[config.mk]
export PLATFORM = sky130hd
export DESIGN_NAME = seg_mux_driver
export DESIGN_NICKNAME = d
export VERILOG_FILES = /design/src/rtl/seg_mux_pkg.sv /design/src/rtl/refresh_timer.sv /design/src/rtl/digit_selector.sv /design/src/rtl/shift_sequencer.sv /design/src/rtl/seg_mux_driver.sv
export SDC_FILE = /design/constraint.sdc
export NUM_CORES = 1
export LEC_CHECK = 0
export ABC_AREA = 1
export BUFFER_PORTS_ARGS = -buffer_cell sky130_fd_sc_hd__buf_2
export CORE_MARGIN = 3
export CORE_UTILIZATION = 53
export CTS_BUF_LIST = sky130_fd_sc_hd__clkbuf_8 sky130_fd_sc_hd__clkbuf_16
export DETAILED_ROUTE_END_ITERATION = 8
export HOLD_SLACK_MARGIN = 0.12
export PLACE_DENSITY = 0.75
export REMOVE_ABC_BUFFERS = 1
export SLEW_MARGIN = 20
export SYNTH_ARGS = -nofsm -noshare
export SYNTH_HDL_FRONTEND = slang
export SYNTH_HIERARCHICAL = 1
export SYNTH_SLANG_ARGS = --single-unit
export TNS_END_PERCENT = 20
[constraint.sdc]
create_clock -name clk -period 1.9 [get_ports clk]
set_clock_uncertainty 0.05 [all_clocks]
set_input_delay 0.095 -clock clk [delete_from_list [all_inputs] [get_ports clk]]
set_output_delay 0.095 -clock clk [all_outputs]
set_load 0.005 [all_outputs]
[src/rtl/seg_mux_pkg.sv]
package seg_mux_pkg;
  localparam int NUM_SLOTS = 4;
  localparam int SLOT_W    = 5;
  localparam int IDX_W     = $clog2(NUM_SLOTS);
  localparam int FRAME_W   = 8;

  typedef enum logic [2:0] {
    ST_IDLE,
    ST_BIT_LO,
    ST_BIT_HI,
    ST_LAT_LO,
    ST_LAT_HI
  } seq_state_t;

  // Glyph code in the upper nibble, one-hot slot select in the lower nibble.
  function automatic logic [FRAME_W-1:0] frame_byte(input logic [IDX_W-1:0] idx,
                                                     input logic [SLOT_W-1:0] slot);
    logic [3:0] sel;
    sel = 4'b0001 << idx;
    return {slot[3:0], sel};
  endfunction
endpackage

[src/rtl/refresh_timer.sv]
module refresh_timer #(
  parameter int PERIOD = 75000
) (
  input  logic clk,
  input  logic rst_n,
  output logic tick
);
  localparam int CW = (PERIOD > 1) ? $clog2(PERIOD) : 1;

  logic [CW-1:0] cnt;

  assign tick = (cnt == CW'(PERIOD - 1));

  always_ff @(posedge clk) begin
    if (!rst_n)    cnt <= '0;
    else if (tick) cnt <= '0;
    else           cnt <= cnt + 1'b1;
  end


  tick_wrap_chk: assert property (@(posedge clk) disable iff (!rst_n)
    tick |=> (cnt == '0));
endmodule

[src/rtl/digit_selector.sv]
module digit_selector import seg_mux_pkg::*; (
  input  logic                               clk,
  input  logic                               rst_n,
  input  logic                               advance,
  input  logic [NUM_SLOTS-1:0][SLOT_W-1:0]   digit_slots,
  output logic [IDX_W-1:0]                   idx,
  output logic [SLOT_W-1:0]                  slot
);
  always_ff @(posedge clk) begin
    if (!rst_n)       idx <= '0;
    else if (advance) idx <= idx + 1'b1;
  end

  assign slot = digit_slots[idx];


  idx_step_chk: assert property (@(posedge clk) disable iff (!rst_n)
    advance |=> (idx == IDX_W'($past(idx) + 1)));


  idx_hold_chk: assert property (@(posedge clk) disable iff (!rst_n)
    !advance |=> $stable(idx));
endmodule

[src/rtl/shift_sequencer.sv]
module shift_sequencer import seg_mux_pkg::*; #(
  parameter int HALF_CLKS = 4
) (
  input  logic               clk,
  input  logic               rst_n,
  input  logic               start,
  input  logic [FRAME_W-1:0] frame,
  input  logic               dot,
  output logic               ser_data,
  output logic               shift_clk,
  output logic               latch_oe,
  output logic               frame_done,
  output logic               idle
);
  localparam int PW = (HALF_CLKS > 1) ? $clog2(HALF_CLKS) : 1;
  localparam int BW = $clog2(FRAME_W);

  seq_state_t         state;
  logic [PW-1:0]      ph;
  logic [BW-1:0]      bitn;
  logic [FRAME_W-1:0] shreg;
  logic               dot_q;
  logic               ph_end;

  assign ph_end = (ph == PW'(HALF_CLKS - 1));
  assign idle   = (state == ST_IDLE);

  always_ff @(posedge clk) begin
    if (!rst_n) begin
      state      <= ST_IDLE;
      ph         <= '0;
      bitn       <= '0;
      shreg      <= '0;
      dot_q      <= 1'b0;
      ser_data   <= 1'b1;
      shift_clk  <= 1'b0;
      latch_oe   <= 1'b0;
      frame_done <= 1'b0;
    end else begin
      frame_done <= 1'b0;
      ph         <= ph_end ? '0 : ph + 1'b1;
      case (state)
        ST_IDLE: begin
          ph <= '0;
          if (start) begin
            latch_oe  <= 1'b1;
            shreg     <= frame;
            dot_q     <= dot;
            ser_data  <= frame[FRAME_W-1];
            shift_clk <= 1'b0;
            bitn      <= '0;
            state     <= ST_BIT_LO;
          end
        end
        ST_BIT_LO: if (ph_end) begin
          shift_clk <= 1'b1;
          state     <= ST_BIT_HI;
        end
        ST_BIT_HI: if (ph_end) begin
          shift_clk <= 1'b0;
          if (bitn == BW'(FRAME_W - 1)) begin
            latch_oe <= 1'b0;
            state    <= ST_LAT_LO;
          end else begin
            shreg    <= shreg << 1;
            ser_data <= shreg[FRAME_W-2];
            bitn     <= bitn + 1'b1;
            state    <= ST_BIT_LO;
          end
        end
        ST_LAT_LO: if (ph_end) begin
          latch_oe <= 1'b1;
          state    <= ST_LAT_HI;
        end
        ST_LAT_HI: if (ph_end) begin
          latch_oe   <= 1'b0;
          ser_data   <= ~dot_q;
          frame_done <= 1'b1;
          state      <= ST_IDLE;
        end
        default: state <= ST_IDLE;
      endcase
    end
  end


  shift_blank_chk: assert property (@(posedge clk) disable iff (!rst_n)
    $rose(shift_clk) |-> latch_oe);


  data_steady_chk: assert property (@(posedge clk) disable iff (!rst_n)
    $rose(shift_clk) |-> $stable(ser_data));


  idle_dot_chk: assert property (@(posedge clk) disable iff (!rst_n)
    frame_done |-> (ser_data == !dot_q) && !latch_oe);


  load_onehot_chk: assert property (@(posedge clk) disable iff (!rst_n)
    (start && idle) |=> ($countones(shreg[3:0]) == 1) && latch_oe);
endmodule

[src/rtl/seg_mux_driver.sv]
module seg_mux_driver import seg_mux_pkg::*; #(
  parameter int REFRESH_CLKS = 75000,
  parameter int HALF_CLKS    = 4
) (
  input  logic            clk,
  input  logic            rst_n,
  input  logic            disp_en,
  input  logic [3:0][4:0] digit_slots,
  output logic            ser_data,
  output logic            shift_clk,
  output logic            latch_oe
);
  logic               refresh_tick;
  logic               frame_start;
  logic               frame_done;
  logic               seq_idle;
  logic [IDX_W-1:0]   cur_idx;
  logic [SLOT_W-1:0]  cur_slot;
  logic [FRAME_W-1:0] cur_frame;

  refresh_timer #(.PERIOD(REFRESH_CLKS)) u_timer (
    .clk   (clk),
    .rst_n (rst_n),
    .tick  (refresh_tick)
  );

  digit_selector u_sel (
    .clk         (clk),
    .rst_n       (rst_n),
    .advance     (frame_done),
    .digit_slots (digit_slots),
    .idx         (cur_idx),
    .slot        (cur_slot)
  );

  assign frame_start = refresh_tick & disp_en & seq_idle;
  assign cur_frame   = frame_byte(cur_idx, cur_slot);

  shift_sequencer #(.HALF_CLKS(HALF_CLKS)) u_seq (
    .clk        (clk),
    .rst_n      (rst_n),
    .start      (frame_start),
    .frame      (cur_frame),
    .dot        (cur_slot[4]),
    .ser_data   (ser_data),
    .shift_clk  (shift_clk),
    .latch_oe   (latch_oe),
    .frame_done (frame_done),
    .idle       (seq_idle)
  );


  disabled_idle_chk: assert property (@(posedge clk) disable iff (!rst_n)
    (!disp_en && seq_idle) |=> seq_idle && !latch_oe);


  reset_pins_chk: assert property (@(posedge clk)
    $past(!rst_n) |-> (!latch_oe && !shift_clk && ser_data));
endmodule

==> results.ini <==
[route]
first_pass_iters = 4
routedWlPerCell_um = 10.54
drc = 0
vias = 2269
wirelength_um = 4975
drt_iter0_markers = 178
vias_per_cell = 4.807
ant_nets = 0

[die]
dieArea_sq_um = 5314
io_pins = 26
core_sq_um = 4144
start_util = 0.5725
fp-row-count = 23
die_y_um = 72.90
die_w_um = 72.90

[clocking]
clock_path_buffers = 2
insertion_delay_ns = 0.29
cts_sinks = 39
cts_tree = built
htreeDepth = 2
numCtsBuffers = 5
hold_buffers = 0
cts.reportedPaths.clkPinSlew_ns = 0.07
cts_root_buf = clkbuf_8

[sta]
fmax_mhz = 553.6
period_share = 0.9507
hold_slack_ns = 0.1550
setup_viol = 0
slew_headroom = 0.7334
tns_ns = 0
hold_viol_final = 0
layout_min_cycle_time_ns = 1.806
fin_ws_ns = 0.09376
rsz0062_at_grt = yes
tightest_slew_ns = 0.3999
slew_violations = 0

[worst_setup_path]
cp-startpoint = u_timer/cnt[1]$_SDFF_PP0_
required_ns = 2.04
worstRegToRegCells = 17
reg2reg_slack_ns = 0.09
cp_slowest_stage_delay_ns = 0.35
cp-end-kind = flip-flop
cp_cell_sequence = ha_4 -> nand2_2 -> inv_2 -> nand2_1 -> nor2_1 -> nand2_1 -> inv_1 -> nand2_1 -> nor2_2 -> inv_1 -> nand3_2 -> nand2_4 -> nor2_4 -> buf_12 -> nand2_2 -> nand2_2 -> nor2_2
cp_slowest_cell = dfxtp_2
crit_type = reg -> reg
r2r_start = u_timer/cnt[1]$_SDFF_PP0_
cp.arrival_ns = 1.94
startpoint_type = flip-flop
worstPathMaxFanout = 6

[place]
dp_hpwl_um = 3689
port_buffers = 25
dp_cells = 460
gp_congestion = 0.9143
pre_cts_ws_ns = 0.03143

[layout]
fin_cells = 472
final_util = 0.6739
num_antenna_cells = 0
drive_above_1_share = 0.2464
area_growth_pct = 17.72
fin_nets = 449

[outcome]
status = completed

[worst_hold_path]
min_from = rst_n
hp-class = in -> reg
hold_depth = 2

[global_route]
grt-ovfl-total = 0
track_usage = 0.2012
antenna_found_initial = 0
grt_max_degree = 18
grt_pass1_wl_um = 8597
grt_pass1_vias = 2030

[synth]
synthDistinctLibCells = 30
synth-seq-cells = 39
netlist_instances = 378
yosys_warnings = 6
syn_avg_cell_area_sq_um = 6.276
yosysSeqAreaShare = 0.3291
synth_area_sq_um = 2372

[power_and_ir_drop]
p_leak_uw = 0.001344
peakVddDrop_uv = 714.1
p_per_area_nw_per_um2 = 926.7

[run]
cap_violations = 0

[Yosys cell counts]
| master | n | area (sq um) |
|---|---|---|
| nand2_1 | 114 | 427.9 |
| inv_1 | 59 | 221.5 |
| nor2_1 | 51 | 191.4 |
| dfxtp_1 | 39 | 780.8 |
| nand3_1 | 30 | 150.1 |
| a21oi_1 | 14 | 70.07 |
| nor2_2 | 13 | 81.33 |
| nand2_2 | 10 | 62.56 |
| inv_2 | 6 | 22.52 |
| ha_1 | 5 | 62.56 |
| o21ai_0 | 5 | 25.02 |
| buf_6 | 3 | 33.78 |
| nand3_2 | 3 | 30.03 |
| xnor2_1 | 3 | 26.28 |
| buf_4 | 2 | 15.01 |
| nand2_4 | 2 | 22.52 |
| nand4_1 | 2 | 12.51 |
| nor2_4 | 2 | 22.52 |
| nor3_1 | 2 | 10.01 |
| o21bai_1 | 2 | 15.01 |
| xor2_1 | 2 | 17.52 |
| a211oi_1 | 1 | 7.510 |
| a21oi_2 | 1 | 8.760 |
| a31oi_1 | 1 | 6.260 |
| buf_8 | 1 | 15.01 |
| clkbuf_4 | 1 | 7.510 |
| nand3b_1 | 1 | 7.510 |
| o211ai_1 | 1 | 7.510 |
| o21ai_1 | 1 | 5.000 |
| or2_0 | 1 | 6.260 |
[layer usage]
layer | part of all wire | vias up | global-route usage | wire length [um]
li1 | - | 1230 | - | -
met1 | 0.50 | 999 | 0.2767 | 2512
met2 | 0.45 | 34 | 0.3196 | 2223
met3 | 0.036 | 6 | 0.03994 | 181
met4 | 0.011 | 0 | 0.05738 | 57
met5 | 0 | - | 0 | 0
[sequential cells by signal, summed over array words and instances (netlist names)]
signal            cells
u_seq/bitn            3
u_seq/ser_data        1
u_seq/shreg           7
u_seq/dot_q           1
u_seq/shift_clk       1
u_seq/state           3
u_seq/ph              2
u_timer/cnt          17
u_seq/frame_done      1
u_sel/idx             2
u_seq/latch_oe        1
[cells by family after synthesis]
logic type,synth area share
AND/OR/NAND/NOR,0.4320
flip-flops,0.3291
buffers and inverters,0.1329
adder cells (fa/ha/maj),0.02637
XOR/XNOR,0.01846
AO/OA/AOI/OAI,0.06118
[layout by cell type (no fill, tap or decap), types with 3 or more instances in the layout]
cell	n
buf_2	25
inv_1	59
o21ai_0	4
nor2_2	15
dfxtp_1	32
nand2_1	108
nand2_2	14
buf_4	16
a21oi_1	14
nand3_2	3
nor2_1	49
dfxtp_2	6
clkbuf_8	5
nand2_4	4
inv_2	7
xnor2_1	3
nand3_1	30
ha_1	4
[critical path: cells and delay by family, from the launching register on]
family	cells	cell delay [ns]
flip-flops	1	0.35
AND/OR/NAND/NOR	12	0.85
buffers and inverters	4	0.30
adder cells (fa/ha/maj)	1	0.14
[where the power goes]
part | switching [uW] | internal [uW] | total [uW]
Clock | 291 | 251 | 542
Combinational | 613 | 448 | 1060
Sequential | 62.1 | 923 | 985
[area by class of cell]
class | instances | area (sq um)
clock inverter | 3 | 16.27
tap | 50 | 62.56
sequential | 39 | 792.0
clock buffer | 5 | 68.82
multi-input combinational | 267 | 1319
inverter | 65 | 244.0
fill | 407 | 1351
timing repair buffer | 43 | 290.3
[what timing repair did]
item | in CTS | in global routing
gates resized for setup | 0 | 22
setup endpoints to repair | 0 | 15
setup buffers | 0 | 3
[worst paths after layout]
check	endpoint
worst max register to register	u_seq/shreg[5]$_SDFFE_PN0P_
worst min-delay path	u_seq/ser_data$_SDFFE_PN1P_
worst max-delay path	u_seq/shreg[5]$_SDFFE_PN0P_
worst min register to register	u_seq/ph[0]$_SDFF_PP0_
[per-stage QoR]
step	instance area (sq um)	total power [uW]
global placement	2606	1904
global route	2793	2770
CTS	2691	2464
finish	2793	2588
detailed placement	2606	1917
floorplan	2301	1638
No activity file was read; power rests on OpenSTA's default activity.
